## config.mk

```make
export PLATFORM = sky130hd
export DESIGN_NAME = pll_gcd_unit
export DESIGN_NICKNAME = d
export VERILOG_FILES = /design/src/rtl/pll_gcd_unit.sv
export SDC_FILE = /design/constraint.sdc
export NUM_CORES = 1
export LEC_CHECK = 0
export BUFFER_PORTS_ARGS = -buffer_cell sky130_fd_sc_hd__buf_2
export CAP_MARGIN = 5
export CORE_MARGIN = 3
export CORE_UTILIZATION = 40
export CTS_CLUSTER_SIZE = 16
export DETAILED_ROUTE_END_ITERATION = 16
export GPL_TIMING_DRIVEN = 0
export SLEW_MARGIN = 25
export SYNTH_ARGS = -nofsm -noshare
export SYNTH_HDL_FRONTEND = slang
export SYNTH_SLANG_ARGS = --single-unit
```

## constraint.sdc

```tcl
create_clock -name clk_i -period 5.5 [get_ports clk_i]
set_input_delay 0.825 -clock clk_i [delete_from_list [all_inputs] [get_ports clk_i]]
set_output_delay 0.825 -clock clk_i [all_outputs]
set_load 0.02 [all_outputs]
```

## src/rtl/pll_gcd_unit.sv

```systemverilog
module pll_gcd_unit #(
  parameter int W = 30
) (
  input  logic         clk_i,
  input  logic         rst_ni,
  input  logic         start_i,
  input  logic [W-1:0] a_i,
  input  logic [W-1:0] b_i,
  output logic         done_o,
  output logic         one_o
);
  logic         busy_q;
  logic [W-1:0] a_q, b_q;
  logic         term;

  // both even means a common factor of two: stop early
  assign term   = busy_q && ((a_q == '0) || (b_q == '0) || (!a_q[0] && !b_q[0]));
  assign done_o = term;
  assign one_o  = ((a_q == '0) && (b_q == W'(1))) || ((b_q == '0) && (a_q == W'(1)));

  always_ff @(posedge clk_i or negedge rst_ni) begin
    if (!rst_ni) begin
      busy_q <= 1'b0;
      a_q    <= '0;
      b_q    <= '0;
    end else if (start_i) begin
      busy_q <= 1'b1;
      a_q    <= a_i;
      b_q    <= b_i;
    end else if (busy_q) begin
      if (term)             busy_q <= 1'b0;
      else if (!a_q[0])     a_q <= a_q >> 1;
      else if (!b_q[0])     b_q <= b_q >> 1;
      else if (a_q >= b_q)  a_q <= (a_q - b_q) >> 1;
      else                  b_q <= (b_q - a_q) >> 1;
    end
  end
endmodule

```

==> impl_results.md, run 1 <==
- Status: complete, no violations
- CTS root buffer: clkbuf_16
- R2R Path Start: a_q[9]$_DFFE_PN0P_
- Power Dens Cells: 549 mW/mm²
- Yosys reg bits: 61
- Fill cells: 1,730
- Critical Path Fanout Max: 10
- Ranking of synthesized cells by area: dfrtp_1 22%, ha_1 11%, a21oi_1 5.4%
- Post-synthesis instance area: 0.00691 mm²
- Async set or reset register ratio after synthesis: 1.00
- First-pass GRT wire length: 42.8 mm
- Routability congestion estimate: 0.992
- DRC Markers: 0
- Wirelength per Cell: 24.0 µm
- Pin count of the biggest net entering global routing: 49
- CTS tree: done
- Yosys warns: 0
- Final setup viols: 0
- Mapped Nets: 1,014
- H-tree levels: 3
- Achievable Freq: 218 MHz
- # rows: 47
- Worst Setup Start Kind: flop
- Fin crit period: 4.60 ns
- Syn_area_per_cell: ~8 µm²
- Clock transition at path regs: 0.07 ns
- Ant. Diodes: 0
- Starting density of the core: 0.412
- Post-synth top area share: 0.221
- CP endpoint kind: flop
- Max Root-Sink Buffers: 2
- Fin crit share: 0.836
- DR pass1 iterations: 5
- Most frequent cells after synthesis: 80 x nor2_1, 74 x a21oi_1, 72 x inv_1, 71 x nand2_1, 61 x dfrtp_1
- CTS Sinks: between 60 and 70
- Hold-fix buffers, CTS: 0
- P&R area growth vs syn: 13.6%
- Cell area after placement: 0.00753 mm²
- Count leader, synth: nor2_1
- Port Buf Inserts: 64
- Antenna Nets Post-Route: 0
- Final net count: 1,090
- Via Count: 7,245
- Min-delay worst type: input port to asynchronous set/reset pin
- Yosys cell types: 73
- Final hold vios: 0
- RSZ-0062 raised after global routing: no
- CTS resizes: 0
- GRT overflow: 0
- Critical Path AT: 4.80 ns
- Number of global-route vias before repair: 6,995
- Final wirelength: 28.6 mm
- Sequential area share after synthesis: 0.221
- Tightest Pin Transition: 0.865 ns
- Die Ht: between 100 and 150 µm
- Main synth FF type: dfrtp_1
- TritonCTS buffer count: 9
- Core Util, Final: 0.468
- Area leader, netlist: dfrtp_1
- Setup crit start: a_q[9]$_DFFE_PN0P_
- Synthesized netlist cell count: ~890
- P_leak: 3.48 nW
- Clk_lat worst skew: 0.36 ns
- Slew Limit Fails: 0
- Detailed Place HPWL: 22.1 mm
- Initial antenna violation count: 0
- Vias/cell: 6.09
- Post-synth EDFFs: 0
- Share of cells above drive strength 1: 0.170
- Total track usage: 0.306
- Die area: 0.0189 mm²
- Kind of critical path: flop to flop
- Post-CTS Setup Inserts: 0
- CP required: around 5.7 ns
- TNS Setup: 0 ns
- Final instance area: 0.00784 mm²
- Maxcap violations: 0
- Die width: 137 µm
- Final hold slack: 0.331 ns
- Worst IR Drop VDD: between 0.2 and 0.25 mV
- Slew headroom: 0.418
- Initial DRC count: 669
- Total core area: 0.0168 mm²
- I/O pins: 65
- Clock Skews: approximately 0.0091 ns
worst max-delay path, cell delays in order (launching register included):
cell	delay, ns
dfrtp_1	0.47
inv_1	0.12
ha_1	0.29
buf_4	0.17
nand4_1	0.33
or4_1	0.70
a211oi_1	0.42
and3b_4	0.31
o21ai_2	0.37
a21boi_1	0.36
clkbuf_1	0.44
o21ai_0	0.36
o21ai_1	0.09
power breakdown:
group | total, W | internal (W) | switching, W | leakage (nW)
logic | 0.00292 | 0.00104 | 0.00188 | 2.61
registers | 0.000761 | 0.000566 | 0.000195 | 0.730
clock network | 0.000622 | 0.000367 | 0.000255 | 0.145
layer usage:
layer / wire length, µm / vias to the layer above / GRT usage
met1: 12500 / 3488 / 0.419
met2: 12900 / 312 / 0.486
met3: 2320 / 55 / 0.0566
met4: 814 / 0 / 0.101
met5: 0 / - / 0
li1: - / 3390 / -
cells in the final DEF (no fill, tap or decap), types with 5 or more instances in the layout:
cell	instances
a21o_1	29
a221oi_2	19
clkbuf_1	27
nor4_1	16
or3_1	5
buf_4	9
o21ai_1	24
dfrtp_1	61
xnor2_1	27
o31ai_1	20
buf_2	81
o21ai_0	43
o21a_1	8
inv_1	72
nand2_1	71
o31a_1	5
ha_1	60
clkbuf_16	9
a21oi_2	19
nand3_1	11
nor2_1	80
a211oi_1	6
nor2b_1	5
nand4_1	17
o221ai_1	5
a21oi_1	74
o21bai_1	13
nor3_1	34
xor2_1	20
a221oi_1	20
state kept, by name, indices dropped and copies added (netlist names):
register / count
b_q: 30
a_q: 30
busy_q: 1
through the flow:
stage                     instances  total power [W]  setup slack, ns
after floorplan                 889          0.00277             2.40
after global placement         1173          0.00361             1.14
after detailed placement       1174          0.00359             1.14
after CTS                      1190          0.00423             1.10
after global routing           1190          0.00458            0.872
final                          1190          0.00431            0.903
final cells by class:
type	count	area, µm²	area share
sequential	61	1530	0.195
timing repair buffer	65	350	0.0447
inverter	73	274	0.0349
clock inverter	6	71.3	0.00909
multi-input combinational	694	4790	0.611
buffer	61	312	0.0397
clock buffer	10	239	0.0305
tap	220	275	0.0351
final timing paths:
path | end | slack (ns) | cells after the start
max | b_q[4]$_DFFE_PN0P_ | 0.90 | 12
min | a_q[15]$_DFFE_PN0P_ | 0.33 | 1
max reg2reg | b_q[4]$_DFFE_PN0P_ | 0.90 | 12
min reg2reg | a_q[23]$_DFFE_PN0P_ | 0.60 | 2
max in group asynchronous | b_q[22]$_DFFE_PN0P_ | 4.64 | 2
min in group clk_i | a_q[23]$_DFFE_PN0P_ | 0.60 | 2
cell families after synthesis:
| logic type | Yosys count | synth area share |
|---|---|---|
| buf+inv | 134 | 0.0848 |
| mux | 1 | 0.00145 |
| simple gates | 259 | 0.179 |
| flops | 61 | 0.221 |
| compound gates | 325 | 0.339 |
| xor+xnor | 47 | 0.0596 |
| fa+ha+maj | 62 | 0.114 |
Note: power is estimated with default switching activity, not from simulation.
==> run 2: changes to the inputs <==
Settings changed: ABC_AREA set to 1.
Clock period 5.5 ns to 3.9 ns, I/O delays scaled along.
==> run 2 against run 1 <==
  * First-iteration DRC count grew 24%
  * Sequential cell count is the same
  * Via count grew 31%
  * Register-to-register slack lost 0.60 ns
  * Setup slack lost 0.60 ns
  * Final cell count grew 54%
  * Synthesized area grew 20%
  * Routed wire length grew 23%
  * Synthesized cell count grew 67%
  * Final area grew 18%
  * Worst hold slack lost 0.20 ns
  * Maximum frequency grew 28%
  * Critical endpoint is now b_q[25]$_DFFE_PN0P_
  * Largest cell class unchanged
  * Highest routed layer unchanged
==> impl_results.md, run 2 <==
- Clock transition at path regs: about 0.060 ns
- Slew Limit Fails: 0
- Achievable Freq: ~280 MHz
- Ant. Diodes: 0
- CTS resizes: 1
- Total track usage: 0.317
- Setup crit start: b_q[0]$_DFFE_PN0P_
- Kind of critical path: flop to flop
- CTS root buffer: clkbuf_16
- Die area: 0.0224 mm²
- CP endpoint kind: flop
- Die Ht: about 150 µm
- R2R Setup Slk: 0.31 ns
- RSZ-0062 raised after global routing: no
- Max Root-Sink Buffers: 2
- Total core area: 0.0198 mm²
- CP peak stage delay: 0.50 ns
- Wirelength per Cell: between 15 and 20 µm
- # rows: 51
- Most frequent cells after synthesis: 601 x nand2_1, 230 x inv_1, 165 x nor2_1, 68 x a21oi_1, 65 x nand3_1
- R2r worst-path depth: 16
- Most common cell after layout, fill and taps aside: nand2_1
- Setup WS pre-CTS: -0.0866 ns
- Final wirelength: approximately 35 mm
- Initial antenna violation count: 0
- Antenna Nets Post-Route: 0
- Critical Path AT: 3.88 ns
- Post-synth EDFFs: 0
- Maxcap violations: 0
- Sequential area share after synthesis: 0.185
- Die width: 150 µm
- R2R Path Start: b_q[0]$_DFFE_PN0P_
- Final worst setup slack: 0.308 ns
- Synthesized netlist cell count: 1,488
- Most used cell, CP: nand2_1
- Min-delay worst type: input port to asynchronous set/reset pin
- Starting density of the core: 0.416
- DR pass1 iterations: 5
- Reg2reg end: b_q[25]$_DFFE_PN0P_
- Final hold slack: 0.129 ns
- Post-synthesis instance area: 0.00826 mm²
- Yosys warns: 0
- Via Count: approximately 9,500
- I/O pins: between 60 and 70
- Post-CTS Setup Inserts: 0
- Syn_area_per_cell: 5.55 µm²
- Largest regs: a_q: 30 flops, b_q: 30 flops, busy_q: 1 flops
- Critical Path Fanout Max: 11
- H-tree levels: 3
- Post-synth top area share: 0.273
- Count leader, synth: nand2_1
- Yosys reg bits: 61
- Mapped Nets: around 1,600
- CP required: 4.19 ns
- CTS tree: done
- Port Buf Inserts: 63
- Cell area after placement: 0.00894 mm²
- TritonCTS buffer count: 9
- Fin crit period: 3.59 ns
- Vias/cell: 5.16
- Main synth FF type: dfrtp_1
- Slew headroom: 0.417
- Fin crit share: 0.921
- Async set or reset register ratio after synthesis: 1.00
- Final instance area: 0.00928 mm²
- Number of global-route vias before repair: 9,007
- Area leader, netlist: nand2_1
- Tightest Pin Transition: 0.874 ns
- P&R area growth vs syn: 12.4%
- Crit-path cells: buf_2 > clkinvlp_4 > clkbuf_1 > ha_1 > fa_1 > o21ai_2 > nand2_1 > nand2_1 > nand2_1 > nand2_1 > nand2_1 > nand2_1 > nand2_1 > nand2_1 > nand2_1 > nand2_1
- Final setup viols: 0
- Yosys cell types: 37
- DRC Markers: 0
- First-pass GRT wire length: 52.7 mm
- Most frequent cells in the layout: 601 x nand2_1, 230 x inv_1, 165 x nor2_1
- Final net count: 1,688
- Fill cells: 2,303
- CTS Sinks: just over 60
- Routability congestion estimate: 1.01
- Ranking of synthesized cells by area: nand2_1 27%, dfrtp_1 18%, inv_1 10%
- GRT overflow: 0
- Clock Skews: ~0.0085 ns
- Hold-fix buffers, CTS: 0
- Slowest-stage cell, CP: fa_1
- Clk_lat worst skew: 0.35 ns
- Share of cells above drive strength 1: 0.103
- Final hold vios: 0
- Initial DRC count: slightly above 800
- Detailed Place HPWL: 29.2 mm
- Worst Setup Start Kind: flop
- Pin count of the biggest net entering global routing: 43
- Status: complete, no violations
[run 2: cell count changes after synthesis, sizes merged, moves of 22 or more]
cell	change
nand3	+59
inv	+170
nand2	+548
a21o	-28
a21oi	-24
nor2	+100
o21ai	-42
o31ai	-22
a221oi	-39
nor3	-23
[run 2: cells by family (layout without fill, tap and decap cells)]
kind of cell	after synthesis	after routing	synth area share
compound gates	128	128	0.0877
simple gates	922	922	0.464
flops	61	61	0.185
fa+ha+maj	62	62	0.0957
xor+xnor	26	26	0.0276
buf+inv	289	369	0.140
[run 2: how the worst max path moves through the flow]
stage                                to  cells past startpoint
finish              b_q[25]$_DFFE_PN0P_                     16
global route        b_q[25]$_DFFE_PN0P_                     16
CTS                 b_q[25]$_DFFE_PN0P_                     15
detailed placement  b_q[25]$_DFFE_PN0P_                     15
global placement    b_q[25]$_DFFE_PN0P_                     15
floorplan           b_q[17]$_DFFE_PN0P_                     15
[run 2: metal layers]
layer  part of all wire  GRT usage  wire, µm
met4              0.024     0.0833       856
met1               0.46      0.457     16300
met2               0.42      0.476     14800
met3              0.090     0.0727      3160
met5                  0          0         0
[run 2: area by class of cell]
cell class              count  area [µm²]  area share
multi-input cells        1138        5580       0.601
flip-flops and latches     61        1530       0.164
inverters                 247         933       0.101
repair buffers             64         345      0.0372
well taps                 265         332      0.0357
clock buffers              10         239      0.0257
plain buffers              42         230      0.0248
clock inverters             6        93.8      0.0101
[run 2: through the flow]
step | util | setup TNS, ns | instances
after global routing | 0.468 | 0 | 1833
after floorplan | - | 0 | 1488
final | 0.468 | 0 | 1833
after detailed placement | 0.450 | -0.166 | 1817
after global placement | 0.449 | -0.150 | 1816
after CTS | 0.467 | 0 | 1833
[run 2: critical path, delay by kind of cell, from the launching register on]
kind                     cells  cell delay (ns)
AO/OA/AOI/OAI                1             0.41
AND/OR/NAND/NOR             10             1.05
buffers and inverters        3             0.89
flip-flops                   1             0.34
adder cells (fa/ha/maj)      2             0.83
Power of run 2 is left out: the tool's default activity adds up to more than one toggle a clock period on the data nets, which glitch-free logic cannot reach.
==> run 3: changes to the inputs <==
Clock period 3.9 ns to 4.5 ns, I/O delays scaled along.
==> run 3 against run 2 <==
  * Sequential share of layout area is essentially flat
  * Via count is essentially flat
  * Global-route usage is the same
  * Final cell count is the same
  * Critical path type unchanged
  * Sequential cell count is the same
  * Clock-buffer cell count is the same
  * Core utilization shrank 0.057 points
  * Largest cell class unchanged
==> impl_results.md, run 3 (synthesis results as in run 2) <==
- Most common cell after layout, fill and taps aside: nand2_1
- Clock Skews: 0.00872 ns
- Final hold vios: 0
- Die Ht: 150 µm
- H-tree levels: 3
- Ant. Diodes: 0
- # rows: 51
- RSZ-0062 raised after global routing: no
- Routability congestion estimate: 1.01
- DR pass1 iterations: 5
- Clk_lat worst skew: 0.35 ns
- Pin count of the biggest net entering global routing: 43
- Critical Path AT: 4.41 ns
- Critical Path Fanout Max: 11
- Die width: between 100 and 150 µm
- Crit-path cells: buf_2 > clkinv_1 > clkbuf_1 > ha_1 > fa_1 > o21ai_0 > nand2_1 > nand2_1 > nand2_1 > nand3_1 > nand2_1 > nand2_1 > nand2_1 > nand2_1 > nand2_1
- Clock transition at path regs: 0.06 ns
- Final wirelength: 35.1 mm
- CP peak stage delay: about 0.85 ns
- Worst Setup Start Kind: flop
- Port Buf Inserts: 63
- DRC Markers: 0
- Antenna Nets Post-Route: 0
- R2r worst-path depth: 15
- CP endpoint kind: flop
- Status: complete, no violations
- R2R Setup Slk: 0.33 ns
- Most frequent cells in the layout: 601 x nand2_1, 230 x inv_1, 165 x nor2_1
- Number of global-route vias before repair: 9,007
- Total track usage: 0.317
- CP required: 4.74 ns
- R2R Path Start: b_q[0]$_DFFE_PN0P_
- TritonCTS buffer count: 9
- Slew Limit Fails: 0
- Fin crit share: 0.927
- Slowest-stage cell, CP: o21ai_0
- Detailed Place HPWL: ~30 mm
- Final setup viols: 0
- Initial antenna violation count: 0
- GRT overflow: 0
- P&R area growth vs syn: 12.2%
- Via Count: 9,449
- Final hold slack: 0.216 ns
- Hold-fix buffers, CTS: 0
- Post-CTS Setup Inserts: 0
- CTS root buffer: clkbuf_16
- Largest regs: a_q: 30 flops, b_q: 30 flops, busy_q: 1 flops
- I/O pins: 65
- Fill cells: 2,303
- Vias/cell: 5.15
- Max Root-Sink Buffers: 2
- Fin crit period: about 4.2 ns
- Starting density of the core: 0.416
- Most used cell, CP: nand2_1
- Maxcap violations: 0
- Slew headroom: 0.302
- First-pass GRT wire length: 52.7 mm
- Share of cells above drive strength 1: 0.101
- Multi-input gate area: approximately 0.0056 mm²
- CTS resizes: 0
- Wirelength per Cell: 19.1 µm
- TNS Setup: 0 ns
- Core Util, Final: 0.467
- CTS Sinks: 61
- Worst setup path endpoint: b_q[25]$_DFFE_PN0P_
- Total core area: 0.0198 mm²
- CTS tree: done
- Min-delay worst type: input port to asynchronous set/reset pin
- Sequential cell area: 0.00153 mm²
- Reg2reg end: b_q[25]$_DFFE_PN0P_
- Setup crit start: b_q[0]$_DFFE_PN0P_
- Die area: approximately 0.022 mm²
- Tightest Pin Transition: a little over 1 ns
- Initial DRC count: 802
- Kind of critical path: flop to flop
- Final net count: between 1,500 and 2,000
- Achievable Freq: 240 MHz
-- run 3: changes by cell type in the layout (fill, tap and decap cells not counted), sizes merged --
cell      delta
clkinvlp     -1
clkinv       +1
-- run 3: final cells by class --
type                    instances  share of cell area
repair buffers                 64              0.0372
flip-flops and latches         61               0.165
clock buffers                  10              0.0258
multi-input cells            1138               0.601
well taps                     265              0.0358
inverters                     247               0.100
plain buffers                  42              0.0248
clock inverters                 6              0.0101
-- run 3: layer usage --
| metal | GRT usage | vias up | routed length [µm] |
|---|---|---|---|
| li1 | - | 4724 | - |
| met1 | 0.457 | 4340 | 16300 |
| met2 | 0.476 | 334 | 14800 |
| met3 | 0.0727 | 51 | 3140 |
| met4 | 0.0833 | 0 | 867 |
| met5 | 0 | - | 0 |
-- run 3: worst max-delay path: cells and delay by family, from the launching register on --
| kind | cells | cell delay [ns] |
|---|---|---|
| flip-flops | 1 | 0.34 |
| AO/OA/AOI/OAI | 1 | 0.85 |
| buffers and inverters | 3 | 1.00 |
| adder cells (fa/ha/maj) | 2 | 0.80 |
| AND/OR/NAND/NOR | 9 | 1.05 |
-- run 3: how the worst min path moves through the flow --
stage	from	depth (start not counted)	to	slack [ns]
floorplan	rst_ni	0	a_q[0]$_DFFE_PN0P_	0.38
global placement	b_q[29]$_DFFE_PN0P_	2	b_q[29]$_DFFE_PN0P_	0.49
detailed placement	b_q[29]$_DFFE_PN0P_	2	b_q[29]$_DFFE_PN0P_	0.50
CTS	rst_ni	1	b_q[9]$_DFFE_PN0P_	0.23
global route	rst_ni	1	b_q[9]$_DFFE_PN0P_	0.24
finish	rst_ni	1	b_q[9]$_DFFE_PN0P_	0.22
-- run 3: per-stage QoR --
| stage | instances | area [µm²] | setup WS, ns |
|---|---|---|---|
| 4_1_cts | 1833 | 9270 | 0.502 |
| 2_1_floorplan | 1488 | 8260 | 1.89 |
| 6_report | 1833 | 9270 | 0.329 |
| 3_5_place_dp | 1817 | 8940 | 0.513 |
| 5_1_grt | 1833 | 9270 | 0.113 |
| 3_3_place_gp | 1816 | 8910 | 0.517 |
Power of run 3 is left out for the same reason.
